### config.mk
export PLATFORM = sky130hd
export DESIGN_NAME = addr_range_decoder
export DESIGN_NICKNAME = d
export VERILOG_FILES = /design/src/rtl/addr_range_decoder.sv
export SDC_FILE = /design/constraint.sdc
export NUM_CORES = 1
export LEC_CHECK = 0
export BUFFER_PORTS_ARGS = -buffer_cell sky130_fd_sc_hd__buf_2
export CORE_UTILIZATION = 54
export DETAILED_ROUTE_END_ITERATION = 10
export GPL_TIMING_DRIVEN = 0
export PLACE_DENSITY = 0.78
export SLEW_MARGIN = 25
export SYNTH_ARGS = -nofsm -noshare
export SYNTH_HDL_FRONTEND = slang
export SYNTH_SLANG_ARGS = --single-unit
### constraint.sdc
create_clock -name clk -period 8.9 [get_ports clk]
set_input_delay 0.445 -clock clk [delete_from_list [all_inputs] [get_ports clk]]
set_output_delay 0.445 -clock clk [all_outputs]
set_load 0.02 [all_outputs]
### src/rtl/addr_range_decoder.sv
module addr_range_decoder #(
  parameter logic [31:0] ROM_BASE = 32'hFFC0_0000,
  parameter logic [31:0] ROM_LAST = 32'hFFFF_FFFF,
  parameter logic [31:0] MIR_BASE = 32'h4000_0000,
  parameter logic [31:0] MIR_LAST = 32'h403F_FFFF,
  parameter logic [31:0] RAM_BASE = 32'h0000_0000,
  parameter logic [31:0] RAM_LAST = 32'h007F_FFFF,
  parameter logic [31:0] CTL_BASE = 32'h50F4_0000,
  parameter logic [31:0] CTL_LAST = 32'h50F4_FFFF,
  parameter logic [31:0] ID_BASE  = 32'h5FFF_FFFC,
  parameter logic [31:0] ID_LAST  = 32'h5FFF_FFFF
) (
  input  logic        clk,
  input  logic        rst_n,
  input  logic        req_valid,
  input  logic [31:0] req_addr,
  input  logic [1:0]  req_size,
  input  logic [1:0]  req_kind,
  input  logic [31:0] req_wdata,
  input  logic        req_le,
  input  logic [31:0] mem_bytes,
  output logic        rsp_valid,
  output logic [1:0]  rsp_class,
  output logic        rsp_sel_rom,
  output logic        rsp_sel_ram,
  output logic        rsp_sel_ctl,
  output logic        rsp_sel_id,
  output logic [31:0] rsp_offset,
  output logic        rsp_err,
  output logic        rsp_hit,
  output logic [31:0] rsp_wbytes,
  output logic [31:0] rsp_rvalue
);
  localparam logic [2:0] T_NONE = 3'd0, T_ROM = 3'd1, T_RAM = 3'd2, T_CTL = 3'd3, T_ID = 3'd4;
  localparam logic [1:0] K_WR = 2'd1, K_FE = 2'd2;
  localparam int NKIND = 3;

  function automatic logic inside_win(input logic [31:0] a, input logic [31:0] b, input logic [31:0] l);
    return (a - b) <= (l - b);
  endfunction

  logic        hv [NKIND];
  logic [31:0] hs [NKIND];
  logic [31:0] he [NKIND];
  logic        hrom [NKIND];

  logic [1:0]  kidx;
  logic        hit, allowed, load;
  logic [2:0]  tgt;
  logic [31:0] wstart, wlast, wfmt;
  logic [1:0]  r_size, r_kind;
  logic        r_le;

  assign kidx = (req_kind == 2'd3) ? 2'd0 : req_kind;
  assign hit  = hv[kidx] && inside_win(req_addr, hs[kidx], he[kidx]);

  always_comb begin
    tgt = T_NONE; wstart = '0; wlast = '0;
    if      (inside_win(req_addr, ROM_BASE, ROM_LAST)) begin tgt = T_ROM; wstart = ROM_BASE; wlast = ROM_LAST; end
    else if (inside_win(req_addr, MIR_BASE, MIR_LAST)) begin tgt = T_ROM; wstart = MIR_BASE; wlast = MIR_LAST; end
    else if (inside_win(req_addr, RAM_BASE, RAM_LAST)) begin tgt = T_RAM; wstart = RAM_BASE; wlast = RAM_LAST; end
    else if (inside_win(req_addr, CTL_BASE, CTL_LAST)) begin tgt = T_CTL; wstart = CTL_BASE; wlast = CTL_LAST; end
    else if (inside_win(req_addr, ID_BASE,  ID_LAST))  begin tgt = T_ID;  wstart = ID_BASE;  wlast = ID_LAST;  end
    if (hit) begin
      tgt    = hrom[kidx] ? T_ROM : T_RAM;
      wstart = hs[kidx];
      wlast  = he[kidx];
    end
  end

  assign allowed = (tgt != T_NONE) &&
                   !(req_kind == K_WR && tgt == T_ROM) &&
                   !(req_kind == K_FE && (tgt == T_CTL || tgt == T_ID));
  assign load = req_valid && !hit &&
                (tgt == T_RAM || (tgt == T_ROM && req_kind != K_WR));

  always_comb begin
    wfmt = '0;
    if (req_size == 2'd0)      wfmt = {24'd0, req_wdata[7:0]};
    else if (req_size == 2'd1) wfmt = req_le ? {16'd0, req_wdata[15:0]}
                                             : {16'd0, req_wdata[7:0], req_wdata[15:8]};
    else                       wfmt = req_le ? req_wdata
                                             : {req_wdata[7:0], req_wdata[15:8], req_wdata[23:16], req_wdata[31:24]};
  end

  always_ff @(posedge clk or negedge rst_n) begin
    if (!rst_n) begin
      for (int k = 0; k < NKIND; k++) begin
        hv[k] <= 1'b0; hs[k] <= '0; he[k] <= '0; hrom[k] <= 1'b0;
      end
      rsp_valid <= 1'b0; rsp_class <= '0; rsp_offset <= '0; rsp_err <= 1'b0; rsp_hit <= 1'b0;
      rsp_sel_rom <= 1'b0; rsp_sel_ram <= 1'b0; rsp_sel_ctl <= 1'b0; rsp_sel_id <= 1'b0;
      rsp_wbytes <= '0; r_size <= '0; r_kind <= '0; r_le <= 1'b0;
    end else begin
      if (load) begin
        hv[kidx] <= 1'b1; hs[kidx] <= wstart; he[kidx] <= wlast; hrom[kidx] <= (tgt == T_ROM);
      end
      rsp_valid   <= req_valid;
      rsp_class   <= !req_valid ? 2'd0 : (tgt == T_ROM) ? 2'd1 : (tgt == T_RAM) ? 2'd2 :
                     (tgt == T_NONE) ? 2'd0 : 2'd3;
      rsp_offset  <= (req_valid && tgt != T_NONE) ? req_addr - wstart : '0;
      rsp_err     <= req_valid && !allowed;
      rsp_hit     <= req_valid && hit;
      rsp_sel_rom <= req_valid && allowed && tgt == T_ROM;
      rsp_sel_ram <= req_valid && allowed && tgt == T_RAM;
      rsp_sel_ctl <= req_valid && allowed && tgt == T_CTL;
      rsp_sel_id  <= req_valid && allowed && tgt == T_ID;
      rsp_wbytes  <= (req_valid && allowed && req_kind == K_WR) ? wfmt : '0;
      r_size      <= req_size;
      r_kind      <= req_kind;
      r_le        <= req_le;
    end
  end

  always_comb begin
    rsp_rvalue = '0;
    if (rsp_valid && !rsp_err) begin
      if (r_size == 2'd0)      rsp_rvalue = {24'd0, mem_bytes[7:0]};
      else if (r_size == 2'd1) rsp_rvalue = r_le ? {16'd0, mem_bytes[15:0]}
                                                 : {16'd0, mem_bytes[7:0], mem_bytes[15:8]};
      else                     rsp_rvalue = r_le ? mem_bytes
                                                 : {mem_bytes[7:0], mem_bytes[15:8], mem_bytes[23:16], mem_bytes[31:24]};
    end else if (rsp_valid && rsp_class == 2'd0 && (r_kind == 2'd0 || r_kind == 2'd3)) begin
      rsp_rvalue = (r_size == 2'd0) ? 32'h0000_00FF : (r_size == 2'd1) ? 32'h0000_FFFF : 32'hFFFF_FFFF;
    end
  end

  assert_onehot_sel_R3: assert property (@(posedge clk) disable iff (!rst_n)
    $onehot0({rsp_sel_rom, rsp_sel_ram, rsp_sel_ctl, rsp_sel_id}));
  assert_resp_follows_R3: assert property (@(posedge clk) disable iff (!rst_n)
    req_valid |=> rsp_valid);
  assert_idle_follows_R3: assert property (@(posedge clk) disable iff (!rst_n)
    !req_valid |=> !rsp_valid && !rsp_err && !rsp_hit);
  assert_unmapped_err_R4: assert property (@(posedge clk) disable iff (!rst_n)
    (rsp_valid && rsp_class == 2'd0) |-> rsp_err && rsp_wbytes == 32'd0);
  assert_err_nosel_R5: assert property (@(posedge clk) disable iff (!rst_n)
    rsp_err |-> !(rsp_sel_rom || rsp_sel_ram || rsp_sel_ctl || rsp_sel_id));
  assert_rom_nowrite_R5: assert property (@(posedge clk) disable iff (!rst_n)
    (req_valid && req_kind == K_WR && inside_win(req_addr, ROM_BASE, ROM_LAST)) |=> rsp_err && !rsp_sel_rom);
  assert_hit_memonly_R8: assert property (@(posedge clk) disable iff (!rst_n)
    rsp_hit |-> !rsp_err && (rsp_class == 2'd1 || rsp_class == 2'd2));
endmodule

==> flow_metrics.env, run 1 <==
export IMPL_status="finished with violations"
export IMPL_violations="negative setup slack"
export IMPL_worst_ep_arrival_time_ps=9540
export IMPL_yosysUniqueCellTypes=91
export IMPL_worstSkewPairLatency_ps=590
export IMPL_fillers=2439
export IMPL_power_density_mw_per_mm2=154
export IMPL_path_class="input pin to register"
export IMPL_rr_startpoint="hs[64]"
export IMPL_fmax_ghz=0.110
export IMPL_grt_pass1_vias=16000
export IMPL_grt_max_degree=90
export IMPL_synth_edf_count=0
export IMPL_hp_class="input pin to register"
export IMPL_firstDrtPassIters=5
export IMPL_synth_ff_type="dfrtp_1"
export IMPL_use_met3_pct=5.50
export IMPL_routed_via_density=5.98
export IMPL_dpl_worst_slack_ps=-2630
export IMPL_placed_area_mm2=0.0197
export IMPL_drive_above_1_share_pct=24.0
export IMPL_syn_to_final_growth_pct=24.4
export IMPL_die_area_mm2=0.0335
export IMPL_antenna_found_initial=0
export IMPL_slowest_stage="or4_4"
export IMPL_grt_use_met1_pct=41.9
export IMPL_synth_area_mm2=0.0177
export IMPL_critPathMaxFanout=6
export IMPL_fin_worst_skew_ps=25.9
export IMPL_relSlewSlack_pct=35.1
export IMPL_min_period_ps=9110
export IMPL_slowest_delay_ps=550
export IMPL_yosysWarnings=0
export IMPL_syn_area_per_cell_um2=9.03
export IMPL_grt_pass1_wl_um=86100
export IMPL_die_h_um=183
export IMPL_required_ps=9330
export IMPL_critPathLaunchType="input pin"
export IMPL_initial_core_util_pct=55.5
export IMPL_routed_wl_um=56000
export IMPL_setup_viol=11
export IMPL_ff2ff_path_depth=42
export IMPL_cts_tree="done"
export IMPL_use_met2_pct=54.0
export IMPL_syn_inst=1961
export IMPL_power_switching_mw=1.02
export IMPL_seq_area_frac_synth_pct=39.0
export IMPL_io_pins=209
export IMPL_final_core_util_pct=69.1
export IMPL_clockBufferDepth=3
export IMPL_total_power_mw=3.40
export IMPL_grt_usage_pct=32.7
export IMPL_nets=2508
export IMPL_die_x_um=183
export IMPL_busiest_layer="met2"
export IMPL_setup_slack_ps=-209
export IMPL_hold_ws_ps=37.0
export IMPL_pwr_share_seq_pct=37.7
export IMPL_drt_iter0_drc=1289
export IMPL_vias=16400
export IMPL_cts_buffers=29
export IMPL_final_cell_area_mm2=0.0220
export IMPL_p_leak_nw=10.9
export IMPL_p_comb_share_pct=25.3
export IMPL_cp_end_kind="register"
export IMPL_port_buffers=207
export IMPL_ys_ff_latch=276
export IMPL_sw_frac_of_total_pct=29.9
export IMPL_final_antenna_net_count=0
export IMPL_p_int_mw=2.38
export IMPL_power_frac_clock_pct=37.0
export IMPL_clkSinkCount=276
export IMPL_rows=65
export IMPL_worst_pin_slew_ps=973
export IMPL_dp_hpwl_um=40900
export IMPL_rsz0062_at_grt="true"
export IMPL_hold_violations=0
export IMPL_syn_num_nets=2190
export IMPL_cp_endpoint="rsp_offset[30]"
export IMPL_vdd_ir_drop_max_mv=0.183
export IMPL_path_clk_slew_ps=60
export IMPL_drt_wirelength_per_cell_um=20.5
export IMPL_drc_errors=0
export IMPL_cpMostUsedCell="a21oi_2"
export IMPL_cts_root_buffer="clkbuf_16"
export IMPL_r2r_end="rsp_offset[30]"
export IMPL_htree_levels=1
export IMPL_core_mm2=0.0319
export IMPL_max_cap_violations=0
export IMPL_period_share_pct=102
export IMPL_gp_congestion=0.983
export IMPL_r2r_slack_ps=90
export IMPL_slew_viol_final=0
export IMPL_grt_overflow=0
export IMPL_startpoint="req_kind[1]"
export IMPL_async_flop_share_pct=100
registers in the layout, indices dropped and copies added (netlist names), 2 cells and up:
name,count
rsp_wbytes,32
rsp_class,2
r_size,2
rsp_offset,32
hv,3
hrom,3
hs,96
r_kind,2
he,96
placed cells by master (no fill, tap or decap), types with 9 or more instances in the layout:
master	Yosys	routed
a21oi_1	168	145
inv_1	50	47
a22oi_1	12	12
clkbuf_16	0	37
ha_4	0	10
nor2b_1	79	78
or2_2	57	55
nor2_1	234	223
xnor2_1	62	60
buf_4	5	80
dfrtp_1	276	276
nor2_2	1	9
o22a_1	10	10
and2_1	31	30
and3_1	11	11
buf_6	1	12
xor2_1	30	30
nor3_1	19	15
o21ai_0	113	97
nand2b_1	46	46
nand3_1	29	28
o21ai_1	5	13
mux2i_1	107	104
buf_2	7	207
nand2_1	152	148
a21oi_2	0	17
a21o_1	28	27
ha_1	122	112
o21bai_1	11	11
clkbuf_1	71	58
o21a_1	35	34
nand4_1	22	22
critical path: cells and delay by family:
kind / cells / cell delay (ps)
buf+inv: 9 / 1100
xor+xnor: 2 / 240
mux: 1 / 160
compound gates: 23 / 4590
fa+ha+maj: 7 / 1820
simple gates: 6 / 1140
how the worst min path moves through the flow:
stage | startpoint | to | slack, ps | depth (start not counted)
after floorplan | rst_n | he[0] | 150 | 0
after global placement | he[66] | he[66] | 450 | 1
after detailed placement | rst_n | he[69] | 370 | 1
after CTS | req_size[0] | r_size[0] | 20 | 1
after global routing | req_size[0] | r_size[0] | 20 | 1
final | req_size[0] | r_size[0] | 40 | 1
cells by family (layout without fill, tap and decap cells):
family	Yosys count	count (layout)	synth area share, %
adders and majority gates	135	135	9.52
DFF	276	276	39.0
buffers and inverters	147	486	3.31
and+or+nand+nor	720	720	20.2
muxes	108	108	6.11
other	0	1	0
xor gates and xnor gates	92	92	4.55
AOI/OAI and AO/OA	483	483	17.3
repair_timing:
item | in CTS | in global routing
pin swaps | 57 | 49
endpoints found under the setup margin | 72 | 22
buffers inserted | 58 | 24
resized for setup | 95 | 66
hold buffers | 4 | 0
endpoints found under the hold margin | 47 | 0
Yosys cell counts, types with 46 or more instances:
cell      instances  area, um^2
dfrtp_1         276        6910
nor2_1          234         878
a21oi_1         168         841
nand2_1         152         571
ha_1            122        1530
o21ai_0         113         566
mux2i_1         107        1070
nor2b_1          79         494
clkbuf_1         71         267
xnor2_1          62         543
or2_2            57         357
inv_1            50         188
nand2b_1         46         288
cell type report:
class / instances / area [um^2] / share of cell area [%]
diodes: 1 / 2.50 / 0.0114
plain buffers: 87 / 617 / 2.80
clock buffers: 40 / 827 / 3.75
clock inverters: 12 / 161 / 0.733
inverters: 52 / 210 / 0.954
multi-input cells: 1538 / 10900 / 49.6
flip-flops and latches: 276 / 6910 / 31.4
well taps: 435 / 544 / 2.47
repair buffers: 295 / 1830 / 8.32
power by group through the flow:
stage | sequential (mW) | clock [mW] | combinational [mW]
floorplan | 1.31 | 0 | 0.505
global placement | 1.30 | 0 | 0.695
detailed placement | 1.31 | 0 | 0.724
CTS | 1.28 | 1.27 | 0.807
global route | 1.28 | 1.32 | 0.935
finish | 1.28 | 1.26 | 0.861
per-layer routing:
metal	share of wire, %	vias to the layer above
li1	-	7517
met1	41	7908
met2	46	750
met3	7.1	191
met4	5.4	0
met5	0	-
stage by stage:
| step | std cells | setup TNS (ps) |
|---|---|---|
| after floorplan | 1961 | -808 |
| after global placement | 2603 | -104190 |
| after detailed placement | 2606 | -127660 |
| after CTS | 2717 | -299 |
| after global routing | 2735 | -4330 |
| final | 2736 | -1280 |
Note: power is estimated with default switching activity, not from simulation.
==> run 2, diff against run 1 <==
--- a/config.mk
+++ b/config.mk
@@ -10,6 +10,8 @@
 export DETAILED_ROUTE_END_ITERATION = 10
 export GPL_TIMING_DRIVEN = 0
 export PLACE_DENSITY = 0.78
+export SKIP_CTS_REPAIR_TIMING = 1
+export SKIP_LAST_GASP = 1
 export SLEW_MARGIN = 25
 export SYNTH_ARGS = -nofsm -noshare
 export SYNTH_HDL_FRONTEND = slang
==> run 2 against run 1 <==
Effect of this change:
- the run still ends with negative setup slack left
- worst hold slack got worse by 23 ps
- count of clock-buffer cells in the layout unchanged
- critical path depth increased by 8
- clock power about the same
- sequential share of layout area increased by 0.22 points
- flip-flop and latch count unchanged
- design area decreased by 0.68%
- via count decreased by 1.1%
- setup slack got worse by 130 ps
- die area unchanged
- clock skew increased by 1.8 ps
- maximum frequency decreased by 1.4%
- largest cell class unchanged
==> flow_metrics.env, run 2 (synthesized netlist as in run 1, its figures left out) <==
export IMPL_busiest_layer="met2"
export IMPL_use_met2_pct=52.7
export IMPL_placed_area_mm2=0.0197
export IMPL_grt_usage_pct=31.6
export IMPL_ff2ff_path_depth=50
export IMPL_drc_errors=0
export IMPL_final_cell_area_mm2=0.0219
export IMPL_htree_levels=1
export IMPL_drt_wirelength_per_cell_um=20.1
export IMPL_slowest_stage="o311a_1"
export IMPL_port_buffers=207
export IMPL_core_mm2=0.0319
export IMPL_routed_via_density=5.93
export IMPL_die_h_um=183
export IMPL_worst_ep_arrival_time_ps=9670
export IMPL_grt_use_met1_pct=41.7
export IMPL_vias=16200
export IMPL_nets=2502
export IMPL_hold_ws_ps=14.5
export IMPL_r2r_slack_ps=-80
export IMPL_syn_to_final_growth_pct=23.5
export IMPL_period_share_pct=104
export IMPL_clockBufferDepth=3
export IMPL_status="finished with violations"
export IMPL_use_met3_pct=4.39
export IMPL_clkSinkCount=276
export IMPL_min_period_ps=9240
export IMPL_path_clk_slew_ps=60
export IMPL_slew_viol_final=0
export IMPL_firstDrtPassIters=5
export IMPL_dpl_worst_slack_ps=-2630
export IMPL_max_cap_violations=0
export IMPL_cts_buffers=29
export IMPL_hp_class="input pin to register"
export IMPL_p_leak_nw=10.8
export IMPL_rows=65
export IMPL_fmax_ghz=0.108
export IMPL_cp_end_kind="register"
export IMPL_path_buf_inv=11
export IMPL_vdd_ir_drop_max_mv=0.183
export IMPL_hold_depth=1
export IMPL_die_area_mm2=0.0335
export IMPL_final_common_cell="dfrtp_1"
export IMPL_fillers=2442
export IMPL_grt_pass1_wl_um=83000
export IMPL_final_antenna_net_count=0
export IMPL_cts_root_buffer="clkbuf_16"
export IMPL_gp_congestion=0.983
export IMPL_worstSkewPairLatency_ps=590
export IMPL_violations="negative setup slack"
export IMPL_relSlewSlack_pct=34.5
export IMPL_path_class="input pin to register"
export IMPL_dp_hpwl_um=40900
export IMPL_required_ps=9330
export IMPL_cts_tree="done"
export IMPL_drt_iter0_drc=1406
export IMPL_grt_overflow=0
export IMPL_reg_top3="he (96), hs (96)"
export IMPL_io_pins=209
export IMPL_r2r_end="rsp_offset[29]"
export IMPL_rr_startpoint="he[32]"
export IMPL_grt_max_degree=90
export IMPL_critPathLaunchType="input pin"
export IMPL_routed_wl_um=54700
export IMPL_setup_viol=13
export IMPL_final_cell_mix="dfrtp_1 (276), nor2_1 (223), buf_2 (207)"
export IMPL_cp_top_family="compound AO/OA/AOI/OAI gates"
export IMPL_hold_path_end="r_size[1]"
export IMPL_slowest_delay_ps=400
export IMPL_antenna_found_initial=0
export IMPL_power_density_mw_per_mm2=154
export IMPL_drive_above_1_share_pct=23.1
export IMPL_total_power_mw=3.37
export IMPL_worst_pin_slew_ps=982
export IMPL_setup_slack_ps=-341
export IMPL_critPathMaxFanout=7
export IMPL_rsz0062_at_grt="true"
export IMPL_cpMostUsedCell="a21oi_2"
export IMPL_initial_core_util_pct=55.5
export IMPL_fin_worst_skew_ps=27.7
export IMPL_min_delay_start="req_size[1]"
export IMPL_grt_pass1_vias=15300
export IMPL_hold_violations=0
export IMPL_die_x_um=183
==> run 2: cell types whose count changed in the layout (fill, tap and decap cells not counted), moves of 4 or more <==
cell	previous run	this run
clkbuf_16	37	32
buf_6	12	7
ha_4	10	6
a21oi_2	17	13
buf_4	80	76
buf_12	3	10
o21ai_1	13	9
==> run 2: area by class of cell <==
class | count | area, um^2 | area share [%]
Multi-Input combinational cell | 1538 | 10800 | 49.5
Sequential cell | 276 | 6910 | 31.6
Timing Repair Buffer | 283 | 1730 | 7.90
Clock buffer | 40 | 827 | 3.78
Buffer | 93 | 662 | 3.03
Tap cell | 435 | 544 | 2.49
Inverter | 52 | 210 | 0.961
Clock inverter | 12 | 161 | 0.738
Antenna cell | 1 | 2.50 | 0.0114
==> run 2: worst reg2reg max path, delay by kind of cell, from the launching register on <==
kind                       cells  cell delay (ps)
and+or+nand+nor               14             1730
AOI/OAI and AO/OA             23             4280
DFF                            1              390
muxes                          1              140
xor gates and xnor gates       1              170
buffers and inverters          6              740
adders and majority gates      5             1410
==> run 2: how the worst max path moves through the flow <==
stage	from	endpoint	slack [ps]	cells past startpoint
after floorplan	req_kind[1]	rsp_offset[29]	-190	54
after global placement	req_kind[1]	rsp_offset[29]	-2500	48
after detailed placement	req_kind[1]	rsp_offset[29]	-2630	48
after CTS	req_kind[1]	rsp_offset[29]	-2050	48
after global routing	req_kind[1]	rsp_offset[29]	-690	56
final	req_kind[1]	rsp_offset[29]	-340	56
==> run 2: layer usage <==
layer	up-vias	routed length, um
li1	7502	-
met1	7813	23000
met2	719	25700
met3	149	3910
met4	0	2170
met5	-	0
==> run 2: per-stage QoR <==
step	std cells	utilization (%)	setup TNS [ps]
5_1_grt	2729	68.6	-7210
3_5_place_dp	2606	61.8	-127660
4_1_cts	2658	64.9	-48210
2_1_floorplan	1961	-	-808
6_report	2730	68.6	-2340
3_3_place_gp	2603	61.5	-104190
==> run 2: power breakdown <==
group / internal [mW] / switching (mW)
Combinational: 0.356 / 0.474
Clock: 0.738 / 0.520
Sequential: 1.27 / 0.00960
Total: 2.37 / 1.00
